## config.mk

```make
export PLATFORM = sky130hd
export DESIGN_NAME = gain_tap
export DESIGN_NICKNAME = d
export VERILOG_FILES = /design/src/rtl/gain_tap_pkg.sv /design/src/rtl/gain_tap_coef_bank.sv /design/src/rtl/gain_tap_addsub.sv /design/src/rtl/gain_tap.sv
export SDC_FILE = /design/constraint.sdc
export NUM_CORES = 1
export LEC_CHECK = 0
export ABC_AREA = 1
export BUFFER_PORTS_ARGS = -buffer_cell sky130_fd_sc_hd__buf_2
export CAP_MARGIN = 20
export CORE_ASPECT_RATIO = 0.5
export CORE_MARGIN = 2
export CORE_UTILIZATION = 45
export CTS_CLUSTER_DIAMETER = 80
export CTS_CLUSTER_SIZE = 30
export DETAILED_ROUTE_END_ITERATION = 16
export PLACE_DENSITY = 0.78
export SETUP_SLACK_MARGIN = 0.02
export SYNTH_ARGS = -nofsm -noshare
export SYNTH_HDL_FRONTEND = slang
export SYNTH_SLANG_ARGS = --single-unit
```

## constraint.sdc

```tcl
create_clock -name clk -period 3.22 [get_ports clk]
set_clock_uncertainty 0.2 [all_clocks]
set_input_delay 0.966 -clock clk [delete_from_list [all_inputs] [get_ports clk]]
set_output_delay 0.966 -clock clk [all_outputs]
set_load 0.05 [all_outputs]
```

## src/rtl/gain_tap_pkg.sv

```systemverilog
// Package: shared arithmetic helpers for the gain tap.
// Assumes two's-complement operands of equal width.
package gain_tap_pkg;

    // Clamp a result one bit wider than W back into W bits.
    function automatic logic [15:0] clamp16(input logic [16:0] wide);
        logic [15:0] r;
        if (wide[16] != wide[15])
            r = wide[16] ? 16'h8000 : 16'h7FFF;
        else
            r = wide[15:0];
        return r;
    endfunction

endpackage

```

## src/rtl/gain_tap_coef_bank.sv

```systemverilog
// gain_tap_coef_bank: stages coefficient bytes and commits the whole word
// at a sample boundary once the last (lowest) lane has been written.
// Assumes lane 0 is the most significant byte, and that the commit copies
// the staged word as it stood before the clock edge.
module gain_tap_coef_bank #(
    parameter int BYTE_W = 8,
    parameter int LANES  = 2,
    localparam int COEF_W = BYTE_W * LANES,
    localparam int SEL_W  = (LANES > 1) ? $clog2(LANES) : 1
) (
    input  logic              clk,
    input  logic              rst_n,
    input  logic              wr_en,
    input  logic [SEL_W-1:0]  wr_sel,
    input  logic [BYTE_W-1:0] wr_byte,
    input  logic              boundary,
    output logic [COEF_W-1:0] coef_active
);
    localparam logic [SEL_W-1:0] LAST_LANE = SEL_W'(LANES - 1);

    logic [COEF_W-1:0] staged;
    logic              armed;

    genvar k;
    generate
        for (k = 0; k < LANES; k++) begin : g_lane
            // Store one byte lane of the staged word.
            always_ff @(posedge clk) begin
                if (!rst_n)
                    staged[COEF_W-1-k*BYTE_W -: BYTE_W] <= '0;
                else if (wr_en && wr_sel == SEL_W'(k))
                    staged[COEF_W-1-k*BYTE_W -: BYTE_W] <= wr_byte;
            end
        end
    endgenerate

    // Arm a commit on the last-lane write; clear it when a boundary consumes it.
    always_ff @(posedge clk) begin
        if (!rst_n)
            armed <= 1'b0;
        else if (wr_en && wr_sel == LAST_LANE)
            armed <= 1'b1;
        else if (boundary)
            armed <= 1'b0;
    end

    // Load the active coefficient at an armed boundary.
    always_ff @(posedge clk) begin
        if (!rst_n)
            coef_active <= '0;
        else if (boundary && armed)
            coef_active <= staged;
    end
endmodule

```

## src/rtl/gain_tap_addsub.sv

```systemverilog
// gain_tap_addsub: combinational add or subtract of the coefficient, steered
// by one bit, with saturation to the signed 16-bit range.
// Assumes 16-bit two's-complement sample and coefficient.
module gain_tap_addsub
    import gain_tap_pkg::*;
#(
    parameter int W = 16
) (
    input  logic [W-1:0] sample,
    input  logic [W-1:0] coef,
    input  logic         add_n_sub,
    output logic [W-1:0] result
);
    logic [W:0] sx, cx, wide;

    // Sign-extend, combine by the steering bit, then clamp.
    always_comb begin
        sx   = {sample[W-1], sample};
        cx   = {coef[W-1], coef};
        wide = add_n_sub ? (sx + cx) : (sx - cx);
        result = clamp16(wide);
    end
endmodule

```

## src/rtl/gain_tap.sv

```systemverilog
// gain_tap: top level. Combines the byte-loaded coefficient with each valid
// sample under control of the modulator bit and registers the result.
// Assumes in_valid marks both a sample and a coefficient commit boundary.
module gain_tap #(
    parameter int DATA_W = 16,
    parameter int BYTE_W = 8,
    localparam int LANES = DATA_W / BYTE_W,
    localparam int SEL_W = (LANES > 1) ? $clog2(LANES) : 1
) (
    input  logic              clk,
    input  logic              rst_n,
    input  logic              cfg_we,
    input  logic [SEL_W-1:0]  cfg_sel,
    input  logic [BYTE_W-1:0] cfg_byte,
    input  logic              in_valid,
    input  logic [DATA_W-1:0] in_sample,
    input  logic              in_bit,
    output logic              out_valid,
    output logic [DATA_W-1:0] out_sample
);
    logic [DATA_W-1:0] coef_q;
    logic [DATA_W-1:0] sum_c;

    gain_tap_coef_bank #(.BYTE_W(BYTE_W), .LANES(LANES)) u_bank (
        .clk         (clk),
        .rst_n       (rst_n),
        .wr_en       (cfg_we),
        .wr_sel      (cfg_sel),
        .wr_byte     (cfg_byte),
        .boundary    (in_valid),
        .coef_active (coef_q)
    );

    gain_tap_addsub #(.W(DATA_W)) u_arith (
        .sample    (in_sample),
        .coef      (coef_q),
        .add_n_sub (in_bit),
        .result    (sum_c)
    );

    // Register the valid flag with one cycle of latency.
    always_ff @(posedge clk) begin
        if (!rst_n) out_valid <= 1'b0;
        else        out_valid <= in_valid;
    end

    // Register the result on accepted samples; hold otherwise.
    always_ff @(posedge clk) begin
        if (!rst_n)        out_sample <= '0;
        else if (in_valid) out_sample <= sum_c;
    end
endmodule

```

== Yosys cells after proc, flatten, opt, wreduce, memory -nomap -nowiden ==
Index checks and enable logic that the tools add are counted.
Storage, ports and cells
  register bits: 50
  output and inout port bits: 17
  word-level logic and storage cells: 19
Cells by class
  $add $sub $neg: 2
  eq/ne operators: 1
  multiplexer cells: 5
  bitwise operators: 1
  reduce and logical (&&, ||, !) cells: 4
Operators with widths (count)
  two-way mux 16 bit: 2
  adder 16 x 16 -> 17 bit: 1
  two-way mux 17 bit: 1
  subtractor 16 x 16 -> 17 bit: 1
  logical AND 1 bit: 3
  two-way mux 1 bit: 2
  nonzero test 2 bit: 1
  != test 1 bit: 1
  inverter 1 bit: 1

== Logic depth before layout (Yosys ltp) ==
  depth in word-level cells: 4
  mapped depth: 22
  gate-level depth less buffers: 21

== Cells and area by module ==
Synthesis repeated with hierarchy kept, for this count alone.
Second synthesis, totals
  cell total of the unflattened synthesis: 541
  area, all modules: 3593.4 µm²
Modules (own cells, without submodules)
  gain_tap_addsub: times used 1, cells an instance 271, area each 1521.5 µm², sequential area each 0.0 µm²
  gain_tap_coef_bank: times used 1, cells an instance 165, area each 1350.0 µm², sequential area each 660.6 µm²
  gain_tap: times used 1, cells an instance 105, area each 721.9 µm², sequential area each 340.3 µm²

== Worst setup path before layout ==
No wires, ideal clock.
  path kind: input port to flip-flop
  from: in in_bit
  to: reg out_sample[13]
  setup time: 122 ps
  data arrival time: 2936 ps
  required time: 2898 ps
  setup slack: -38 ps
  stages on the path: 19
  path buffers: 2
  path through: buf_6 > inv_1 > o31ai_1 > o21ai_0 > xor2_1 > ha_1 > nand2_1 > nor2_1 > and3_1 > nand2_1 > nand2_1 > nand2_1 > nand2_1 > inv_1 > nand2_2 > nand2_2 > inv_2 > buf_6 > a21oi_2
On the way
  longest elaborated chain between the ends: 3
RTL lines
  start, declared: RTL line gain_tap.sv:17  | input logic in_bit,
  two-way mux 17 bit (*): RTL line gain_tap_addsub.sv:20  | wide = add_n_sub ? (sx + cx) : (sx - cx);
  two-way mux 16 bit / != test 1 bit (equally long branches): RTL line gain_tap_pkg.sv:9, gain_tap_pkg.sv:8
  two-way mux 16 bit (*): RTL line gain_tap_pkg.sv:8  | if (wide[16] != wide[15])
  end signal, assigned: RTL line gain_tap.sv:50  | else if (in_valid) out_sample <= sum_c;
  end, declared: RTL line gain_tap.sv:19  | output logic [DATA_W-1:0] out_sample
Every way passes the cells marked *; elsewhere a longest branch is shown, timed or not.
A chain may end at the register's enable or synchronous reset.

== Final worst setup path ==
  from: in in_bit
  to: reg out_sample[15]
Same word-level chain as after synthesis.

==> run metrics <==
leakage power=0.002167 µW; Fin Hold WS=0.2831 ns; dpl ws=-0.3722 ns; slew of the pin with the lowest slew margin=0.6793 ns; met1 GRT Util=26.36%; CP arrival=approximately 3.4 ns; die extent in y=62.07 µm; CP Capture Type=flop; final setup vio count=16; DR pass1 iterations=5; Post-Syn Area=a little over 3000 µm²; CTS root buffer=clkbuf_16; sequential area share after synthesis=roughly 33%; Yosys cell types=33; syn_nets=485; Fillers=518; VDD IR-drop max=0.2354 mV; I/O pin total=47; H-tree Lvls=2; Die Footprint=7456 µm²; violations in the final reports=setup timing; DR iter-0 viols=around 270; IO Port Bufs=46; CTS hold repair buffers=0; Diodes inserted=0; RSZ-0062 raised after global routing=true; status=complete, but fails checks; Final nets=just under 600; WL per Instance=16.12 µm; area grow syn2layout=42.35%; met3 global-route usage=3.741%; DRT Wirelength=10,300 µm; global route total overflow=0; pwr dens=603.9 nW/µm²; vias in the first global route=between 2,000 and 3,000; Routed Antenna Nets=0; CP required=3.24 ns; reg-to-reg setup timing slack=-0.13 ns; clk slew on worst S/H paths=0.07 ns; vias per cell=5.444; Seq cells post-synth=50; Pins Over Slew Limit=0; Highest Clock Rate=a little under 300 MHz; period utilization=105.8%; num rows=21; DP HPWL=roughly 5500 µm; GP Congestion=~0.86; max-cap violation count=0; CTS tree=yes; Mapped Cells=approximately 440; initial antenna violation count=0; Rel. slew slack=54.71%; Startpoint Class=input port; Core Area=6595 µm²; Starting Density=a little under half; Placed Instance Area=about 3700 µm²; post-route cell area=4319 µm²; Die Wd=120.1 µm; Synth Area per Inst=6.943 µm²; worst setup path category=input port to flop; TritonCTS Buffers=5; later-pin clock latency in the skew report=approximately 0.30 ns; vias=3,479; final-report hold violation count=0; Hold WC Path Type=flop to flop; M2 GR Usage=roughly 37%; fin crit period=about 3.4 ns; first-pass GRT wire length=roughly 12,000 µm; share of cells above drive strength 1=between 30% and 40%; Sink Count=50; Max Fanout on Critical Path=9; register area=1005 µm²; Ys Warns=0; largest net degree at the start of global routing=48; gr usage total=20.37%; grt peak-use layer=met2; Clock Path Buffers=2; multi-input logic area=2077 µm²; final routed DRC violation total=0; Worst Slack Setup Final=-0.1866 ns
[worst paths after layout]
path,startpoint,endpoint,cells after the start
min,u_bank.armed,u_bank.armed,2
min reg2reg,u_bank.armed,u_bank.armed,2
max reg2reg,u_bank.coef_active[2],out_sample[15],19
max,in_bit,out_sample[15],18
[per-layer routing]
metal  vias up  wire (µm)
met5         -          0
met4         0        437
met3        50        713
met2       178       4888
met1      1623       4259
li1       1628          -
[cell type report]
| cell class | instances | area share [%] |
|---|---|---|
| flip-flops and latches | 50 | 23.26 |
| clock inverters | 2 | 0.8980 |
| repair buffers | 113 | 17.32 |
| well taps | 92 | 2.665 |
| multi-input cells | 326 | 48.09 |
| inverters | 50 | 4.548 |
| clock buffers | 6 | 3.216 |
[placed cells by master, fill, tap and decap left out, types with 2 or more instances in the layout]
cell,instances
buf_4,63
a21oi_2,15
dfxtp_1,47
nand4_1,3
nand3_4,4
o21ai_2,2
nand3_2,2
inv_6,2
xor2_1,19
nor2_1,59
nor2_4,2
nand2_2,22
buf_6,4
nand2_1,64
a21oi_1,22
inv_2,4
ha_4,2
nand3_1,12
nand2_4,7
dfxtp_2,3
a31oi_1,2
nor2_2,4
clkbuf_16,5
o21ai_0,48
inv_1,44
ha_1,14
buf_2,46
xnor2_1,4
[power by group]
group	total, µW	internal (µW)	switching (µW)
registers	712	678	34.2
logic	1250	505	750
clock network	642	391	250
[state kept, by name (all words and copies together), names as in the netlist]
register and count:
out_valid 1, u_bank.coef_active 16, u_bank.staged 16, out_sample 16, u_bank.armed 1
[Yosys cell counts, drive strengths merged]
cell type / number / share of area [%]
clkbuf: 7 / 0.87
nand2: 93 / 12
and2: 1 / 0.21
nand3: 17 / 3.3
ha: 17 / 7.0
xor2: 20 / 5.8
a31oi: 3 / 0.62
fa: 1 / 0.66
a21oi: 38 / 7.5
and3: 1 / 0.21
o31ai: 2 / 0.49
nor4: 1 / 0.21
nand4: 3 / 0.62
buf: 5 / 1.3
inv: 50 / 6.2
nor2: 65 / 8.3
nor3b: 1 / 0.25
nor3: 2 / 0.33
xnor2: 5 / 1.4
o21ai: 52 / 9.1
dfxtp: 50 / 33
or2: 3 / 0.62
[repair_timing]
| item | CTS | global route |
|---|---|---|
| endpoints found under the setup margin | 15 | 16 |
| pin swaps | 7 | 40 |
| cloned | 0 | 1 |
| setup buffers | 2 | 19 |
| resized for setup | 6 | 68 |
[cell families after synthesis]
| family | count (synthesis) | share of synthesized area [%] |
|---|---|---|
| AOI/OAI and AO/OA | 95 | 17.69 |
| xor gates and xnor gates | 25 | 7.216 |
| adders and majority gates | 18 | 7.670 |
| buffers and inverters | 62 | 8.330 |
| DFF | 50 | 32.99 |
| and+or+nand+nor | 187 | 26.10 |
[worst max-delay path: stages]
cell,delay [ns]
buf_2,0.12
buf_6,0.14
or2_4,0.25
xor2_1,0.15
ha_1,0.40
nand2_1,0.12
nor2_1,0.14
nand3_1,0.10
nand2_2,0.10
nand2_1,0.08
nand2_2,0.13
inv_2,0.06
nand2_4,0.09
nand2_4,0.07
buf_4,0.13
buf_4,0.12
buf_4,0.12
a21oi_1,0.13
[through the flow]
stage               std cells  setup TNS, ns  utilization [%]  power [µW]
CTS                       619              0            59.15        2293
floorplan                 437       -0.02446                -        1352
global route              639         -3.089            65.49        2713
detailed placement        609         -5.250            55.85        1639
finish                    639         -1.574            65.49        2609
global placement          609         -4.251            55.85        1621
Note: power is estimated with default switching activity, not from simulation.
